==> src/rtl/sdram_pwr_pkg.sv <==
package sdram_pwr_pkg;

  typedef enum logic [3:0] {
    ST_IDLE, ST_PRE, ST_TRP, ST_REF, ST_TRFC,
    ST_SR_IN, ST_SR, ST_SR_OUT, ST_PD, ST_PD_OUT
  } seq_state_e;

  typedef enum logic [1:0] {CMD_NOP, CMD_PRE, CMD_REF} cmd_e;

  // {cs_n, ras_n, cas_n, we_n}
  localparam logic [3:0] PINS_NOP = 4'b0111;
  localparam logic [3:0] PINS_PRE = 4'b0010;
  localparam logic [3:0] PINS_REF = 4'b0001;

endpackage

==> src/rtl/pwr_down_cnt.sv <==
module pwr_down_cnt #(
  parameter int W = 4
) (
  input  logic         clk,
  input  logic         rst_n,
  input  logic         load,
  input  logic         dec,
  input  logic [W-1:0] init,
  output logic         zero
);
  logic [W-1:0] cnt_q;

  always_ff @(posedge clk) begin
    if (!rst_n)                   cnt_q <= '0;
    else if (load)                cnt_q <= init;
    else if (dec && cnt_q != '0)  cnt_q <= cnt_q - 1'b1;
  end

  assign zero = (cnt_q == '0);
endmodule

==> src/rtl/pwr_cmd_enc.sv <==
module pwr_cmd_enc
  import sdram_pwr_pkg::*;
(
  input  cmd_e       cmd,
  output logic [3:0] pins,
  output logic       a10
);
  always_comb begin
    unique case (cmd)
      CMD_PRE: begin pins = PINS_PRE; a10 = 1'b1; end
      CMD_REF: begin pins = PINS_REF; a10 = 1'b0; end
      default: begin pins = PINS_NOP; a10 = 1'b0; end
    endcase
  end
endmodule

==> src/rtl/sdram_pwr_seq.sv <==
module sdram_pwr_seq
  import sdram_pwr_pkg::*;
#(
  parameter int NUM_BANKS = 2,
  parameter int T_RP      = 3,
  parameter int T_RFC     = 7,
  parameter int T_SS      = 1,
  parameter int REF_BURST = 2048
) (
  input  logic                 clk,
  input  logic                 rst_n,
  input  logic                 ref_req,
  input  logic                 sr_req,
  input  logic                 pd_req,
  input  logic [NUM_BANKS-1:0] bank_open,
  output logic                 cs_n,
  output logic                 ras_n,
  output logic                 cas_n,
  output logic                 we_n,
  output logic                 a10,
  output logic                 cke,
  output logic                 busy,
  output logic                 ack,
  output logic                 pd_clock_suspend
);
  localparam int RP_W  = $clog2(T_RP + 1);
  localparam int RFC_W = $clog2(T_RFC + 1);
  localparam int SS_W  = $clog2(T_SS + 1);
  localparam int BST_W = $clog2(REF_BURST + 1);
  localparam logic [RP_W-1:0]  RP_INIT   = RP_W'(T_RP - 2);
  localparam logic [RFC_W-1:0] RFC_LOCK  = RFC_W'(T_RFC - 2);
  localparam logic [RFC_W-1:0] RFC_WAKE  = RFC_W'(T_RFC - 1);
  localparam logic [SS_W-1:0]  SS_INIT   = SS_W'(T_SS - 1);
  localparam logic [BST_W-1:0] BST_INIT  = BST_W'(REF_BURST - 1);

  seq_state_e state_q, state_d;
  logic mode_sr_q, mode_sr_d;   // sequence belongs to self refresh
  logic exit_q, exit_d;         // self-refresh exit burst in progress
  logic susp_q, susp_d;         // power-down entered with a bank open
  logic pend_q, pend_d;         // refresh request waiting
  logic ack_q, ack_d;

  logic rp_ld, rp_dec, rp_zero;
  logic rfc_ld, rfc_dec, rfc_zero;
  logic ss_ld, ss_dec, ss_zero;
  logic bst_ld, bst_dec, bst_zero;
  logic [RFC_W-1:0] rfc_init;
  logic [BST_W-1:0] bst_init;

  logic any_open, start_go, do_start, in_sr;
  cmd_e cmd;
  logic [3:0] pins;

  assign any_open = |bank_open;
  assign start_go = sr_req | pend_q;
  assign in_sr    = (state_q == ST_SR_IN) || (state_q == ST_SR);

  always_comb begin
    state_d   = state_q;
    mode_sr_d = mode_sr_q;
    exit_d    = exit_q;
    susp_d    = susp_q;
    ack_d     = 1'b0;
    do_start  = 1'b0;
    rp_ld = 1'b0;  rp_dec = 1'b0;
    rfc_ld = 1'b0; rfc_dec = 1'b0; rfc_init = RFC_LOCK;
    ss_ld = 1'b0;  ss_dec = 1'b0;
    bst_ld = 1'b0; bst_dec = 1'b0; bst_init = '0;
    unique case (state_q)
      ST_IDLE: begin
        if (start_go) do_start = 1'b1;
        else if (pd_req) begin
          state_d = ST_PD;
          susp_d  = any_open;
        end
      end
      ST_PRE: begin
        state_d = ST_TRP;
        rp_ld   = 1'b1;
      end
      ST_TRP: begin
        if (rp_zero) state_d = ST_REF;
        else         rp_dec  = 1'b1;
      end
      ST_REF: begin
        state_d = ST_TRFC;
        rfc_ld  = 1'b1;
      end
      ST_TRFC: begin
        if (!rfc_zero) rfc_dec = 1'b1;
        else if (!bst_zero) begin
          bst_dec = 1'b1;
          state_d = ST_REF;
        end else if (mode_sr_q && !exit_q) state_d = ST_SR_IN;
        else begin
          state_d = ST_IDLE;
          ack_d   = 1'b1;
        end
      end
      ST_SR_IN: state_d = ST_SR;
      ST_SR: begin
        if (!sr_req) begin
          state_d  = ST_SR_OUT;
          rfc_ld   = 1'b1;
          rfc_init = RFC_WAKE;
        end
      end
      ST_SR_OUT: begin
        if (!rfc_zero) rfc_dec = 1'b1;
        else begin
          exit_d   = 1'b1;
          bst_ld   = 1'b1;
          bst_init = BST_INIT;
          state_d  = ST_REF;
        end
      end
      ST_PD: begin
        if (start_go || !pd_req) begin
          state_d = ST_PD_OUT;
          ss_ld   = 1'b1;
        end
      end
      ST_PD_OUT: begin
        if (!ss_zero)      ss_dec   = 1'b1;
        else if (start_go) do_start = 1'b1;
        else               state_d  = ST_IDLE;
      end
      default: state_d = ST_IDLE;
    endcase
    if (do_start) begin
      mode_sr_d = sr_req;
      exit_d    = 1'b0;
      bst_ld    = 1'b1;
      bst_init  = sr_req ? BST_INIT : '0;
      state_d   = any_open ? ST_PRE : ST_REF;
    end
  end

  always_comb begin
    unique case (state_q)
      ST_PRE:           cmd = CMD_PRE;
      ST_REF, ST_SR_IN: cmd = CMD_REF;
      default:          cmd = CMD_NOP;
    endcase
  end

  // any refresh satisfies a waiting request; requests in self refresh are dropped
  assign pend_d = (pend_q | (ref_req & ~in_sr)) & (cmd != CMD_REF);

  always_ff @(posedge clk) begin
    if (!rst_n) begin
      state_q   <= ST_IDLE;
      mode_sr_q <= 1'b0;
      exit_q    <= 1'b0;
      susp_q    <= 1'b0;
      pend_q    <= 1'b0;
      ack_q     <= 1'b0;
    end else begin
      state_q   <= state_d;
      mode_sr_q <= mode_sr_d;
      exit_q    <= exit_d;
      susp_q    <= susp_d;
      pend_q    <= pend_d;
      ack_q     <= ack_d;
    end
  end

  pwr_down_cnt #(.W(RP_W)) u_rp_cnt (
    .clk(clk), .rst_n(rst_n), .load(rp_ld), .dec(rp_dec), .init(RP_INIT), .zero(rp_zero));
  pwr_down_cnt #(.W(RFC_W)) u_rfc_cnt (
    .clk(clk), .rst_n(rst_n), .load(rfc_ld), .dec(rfc_dec), .init(rfc_init), .zero(rfc_zero));
  pwr_down_cnt #(.W(SS_W)) u_ss_cnt (
    .clk(clk), .rst_n(rst_n), .load(ss_ld), .dec(ss_dec), .init(SS_INIT), .zero(ss_zero));
  pwr_down_cnt #(.W(BST_W)) u_bst_cnt (
    .clk(clk), .rst_n(rst_n), .load(bst_ld), .dec(bst_dec), .init(bst_init), .zero(bst_zero));

  pwr_cmd_enc u_enc (.cmd(cmd), .pins(pins), .a10(a10));

  assign {cs_n, ras_n, cas_n, we_n} = pins;
  assign cke  = !((state_q == ST_SR_IN) || (state_q == ST_SR) || (state_q == ST_PD));
  assign busy = (state_q != ST_IDLE);
  assign ack  = ack_q;
  assign pd_clock_suspend = (state_q == ST_PD) && susp_q;

endmodule

==> config.mk <==
export PLATFORM = sky130hd
export DESIGN_NAME = sdram_pwr_seq
export DESIGN_NICKNAME = d
export VERILOG_FILES = /design/src/rtl/sdram_pwr_pkg.sv /design/src/rtl/pwr_down_cnt.sv /design/src/rtl/pwr_cmd_enc.sv /design/src/rtl/sdram_pwr_seq.sv
export SDC_FILE = /design/constraint.sdc
export NUM_CORES = 1
export LEC_CHECK = 0
export BUFFER_PORTS_ARGS = -buffer_cell sky130_fd_sc_hd__buf_2
export CAP_MARGIN = 20
export CORE_MARGIN = 10
export CORE_UTILIZATION = 52
export CTS_BUF_LIST = sky130_fd_sc_hd__clkbuf_2
export CTS_CLUSTER_SIZE = 28
export DETAILED_ROUTE_END_ITERATION = 6
export PLACE_DENSITY = 0.67
export SYNTH_ARGS = -nofsm -noshare
export SYNTH_HDL_FRONTEND = slang
export SYNTH_HIERARCHICAL = 1
export SYNTH_SLANG_ARGS = --single-unit
==> constraint.sdc <==
create_clock -name clk -period 4.9 [get_ports clk]
set_input_delay 1.47 -clock clk [delete_from_list [all_inputs] [get_ports clk]]
set_output_delay 1.47 -clock clk [all_outputs]
set_load 0.01 [all_outputs]
==> metrics.txt <==
die area=around 0.0065 mm^2; Synth Flop Type=dfxtp_1; Placeable Area=between 0.003 and 0.004 mm^2; Ys Warns=6; most common cell after layout, fill and taps aside=dfxtp_1; CP peak stage delay=800 ps; routed vias/inst=around 6; total power=between 1 and 1.5 mW; Final Wtd Congestion=around 0.9; layout cells sized above 1=0.109; worst-skew pair later-pin latency=about 350 ps; die height=between 80 and 90 um; IO Pins=16; Final #Nets=about 270; outcome=finished clean; max cap viols=0; CP required=~3400 ps; PwrDens=roughly 540 mW/mm^2; post-layout util=0.582; Clk pin slew, worst setup/hold paths=roughly 250 ps; Total GRT Usage=0.136; grt ovf=0; grt peak-use layer=met2; area of the multi-input gates=between 0.001 and 0.0015 mm^2; DP Area=slightly below 0.002 mm^2; arrival time worst endpoint=roughly 2300 ps; Synth cell types=58; Max rail drop VDD=roughly 270 uV; crit path cell chain=nand2b_1 -> nor3_1 -> inv_1 -> ha_1 -> buf_2; Post-Route Setup TNS=0 ps; worst slew pin tran=between 600 and 700 ps; clk sinks=27; Reg power frac=0.353; average wire per standard cell=14.5 um; met2 Track Usage GR=0.201; Layout fillers=353; final setup fails=0; I/O Buffers=14; Synth Instances=between 200 and 250; CP Capture Type=output pin; initial antenna violation count=0; H-tree depth=1; Final Slew Violations=0; Worst Path Max Fanout=20; sw frac=0.498; sequential cell area=between 500 and 600 um^2; PostCTS Resize Cnt=0; Pre-Repair DR Iteration Count=4; CP bufs+invs=2; Vias=1761; vias in the first global route=approximately 1600; CTS tree=yes; DP Wirelength=between 3000 and 4000 um; root buffer cell=clkbuf_2; Rows=21; total CTS buffers=3; Comb power frac=0.569; Worst setup SP type=flop; Avg Cell Area, Syn=roughly 7.7 um^2; Lkg Pwr=about 0.7 nW; Post-Route Skew=about 7.7 ps; Inserted Diodes=0; asr flop ratio synth=0; min cycle time layout=about 3800 ps; Initial Util=0.555; first-pass GRT wire length=7320 um; Hold Fails Final Rpt=0; final instance area=around 0.002 mm^2; RSZ-0062 raised after global routing=no; Slew headroom=0.536; CP max stage cell=dfxtp_1; Max Buffers Root-to-Sink=2; 1st-iter DRT viols=200; synthesized flop and latch total=27; sw power=between 0.5 and 0.6 mW; routed wire length=4390 um; Pint=0.545 mW; synth-to-layout area growth=4.85%; post-CTS setup buffer count=0; most frequent cells in the layout=dfxtp_1, nand2_1, inv_1, a21oi_1; Post-DRT Antenna Nets=0; met3 usage=0.0356; post-cts hold buffer count=0; fmax=about 270 MHz; fin crit share=0.766; die width=a little over 80 um; CP delay by family, top=flip-flops; Hold Crit Class=reg -> reg; Post-synth EDFFs=0; largest net degree at the start of global routing=26; Clk pwr share=0.078; Synth Cell Area=0.00191 mm^2; # DRC=0; sequential fraction of the synthesis area=0.283; met1 Use GR=0.193; critical path class=reg -> out
tightest hold or removal path, stage by stage, from the launching register on:
cell and delay [ps]:
dfxtp_1 370, nand2_1 50, a21oi_1 50
cell type report:
cell class	count	area share
Multi-Input combinational cell	189	0.615
Inverter	22	0.0412
Tap cell	46	0.0287
Clock buffer	3	0.00750
Timing Repair Buffer	14	0.0350
Sequential cell	27	0.270
Clock inverter	1	0.00250
state kept, by name, indices dropped and copies added (netlist names):
name,count
state_q,4
mode_sr_q,1
u_rfc_cnt/cnt_q,3
exit_q,1
u_bst_cnt/cnt_q,12
ack,1
u_ss_cnt/cnt_q,1
susp_q,1
u_rp_cnt/cnt_q,2
pend_q,1
Yosys cell counts, types with 2 or more instances:
| cell type | number | area (um^2) |
|---|---|---|
| dfxtp_1 | 27 | 541 |
| nand2_1 | 24 | 90.1 |
| inv_1 | 22 | 82.6 |
| a21oi_1 | 15 | 75.1 |
| o21ai_0 | 14 | 70.1 |
| nor2_1 | 10 | 37.5 |
| buf_2 | 8 | 40.0 |
| ha_1 | 8 | 100 |
| nand2b_1 | 8 | 50.1 |
| nor3_1 | 8 | 40.0 |
| nor4_1 | 6 | 37.5 |
| or4_1 | 6 | 45.0 |
| a31oi_1 | 5 | 31.3 |
| nand3_1 | 5 | 25.0 |
| nor3b_1 | 5 | 37.5 |
| xnor2_1 | 5 | 43.8 |
| clkbuf_1 | 4 | 15.0 |
| nor2b_1 | 4 | 25.0 |
| o211ai_1 | 4 | 30.0 |
| o31a_1 | 4 | 35.0 |
| o31ai_1 | 4 | 30.0 |
| a211oi_1 | 3 | 22.5 |
| conb_1 | 3 | 11.3 |
| mux2i_1 | 3 | 30.0 |
| nand3b_1 | 3 | 22.5 |
| or3_1 | 3 | 18.8 |
| a21boi_0 | 2 | 15.0 |
| a22oi_1 | 2 | 15.0 |
| nor2b_4 | 2 | 27.5 |
| o221ai_1 | 2 | 17.5 |
| o311a_1 | 2 | 20.0 |
| or4b_1 | 2 | 20.0 |
power by group through the flow:
stage	registers (mW)	logic, mW	clock network (mW)
3_3_place_gp	0.384	0.608	0
2_1_floorplan	0.317	0.551	0
3_5_place_dp	0.385	0.609	0
5_1_grt	0.396	0.696	0.101
6_report	0.382	0.617	0.0845
4_1_cts	0.379	0.615	0.0918
worst paths after layout:
check,startpoint,endpoint,slack [ps],depth (start not counted)
max,state_q[0],ras_n,1140,5
min,mode_sr_q,mode_sr_q,480,2
max reg2reg,u_bst_cnt/cnt_q[4],u_bst_cnt/cnt_q[1],2010,6
min reg2reg,mode_sr_q,mode_sr_q,480,2
through the flow:
step | setup WS, ps | hold slack (ps) | std cells
finish | 1140 | 477 | 302
detailed placement | 1550 | 447 | 298
global placement | 1600 | 451 | 298
CTS | 1110 | 477 | 302
floorplan | 2010 | 432 | 252
global route | 901 | 513 | 302
metal layers:
metal,part of all wire,vias to the layer above
met3,0.054,2
met5,0,-
met2,0.44,43
met1,0.50,811
met4,0.0052,0
li1,-,905
logic make-up after synthesis:
logic type,after synthesis,synth area share
buf+inv,36,0.0779
xor+xnor,6,0.0275
mux,4,0.0216
flops,27,0.283
compound gates,69,0.245
simple gates,96,0.287
fa+ha+maj,8,0.0524
other cells,3,0.00589
(Power assumes the default switching activity.)
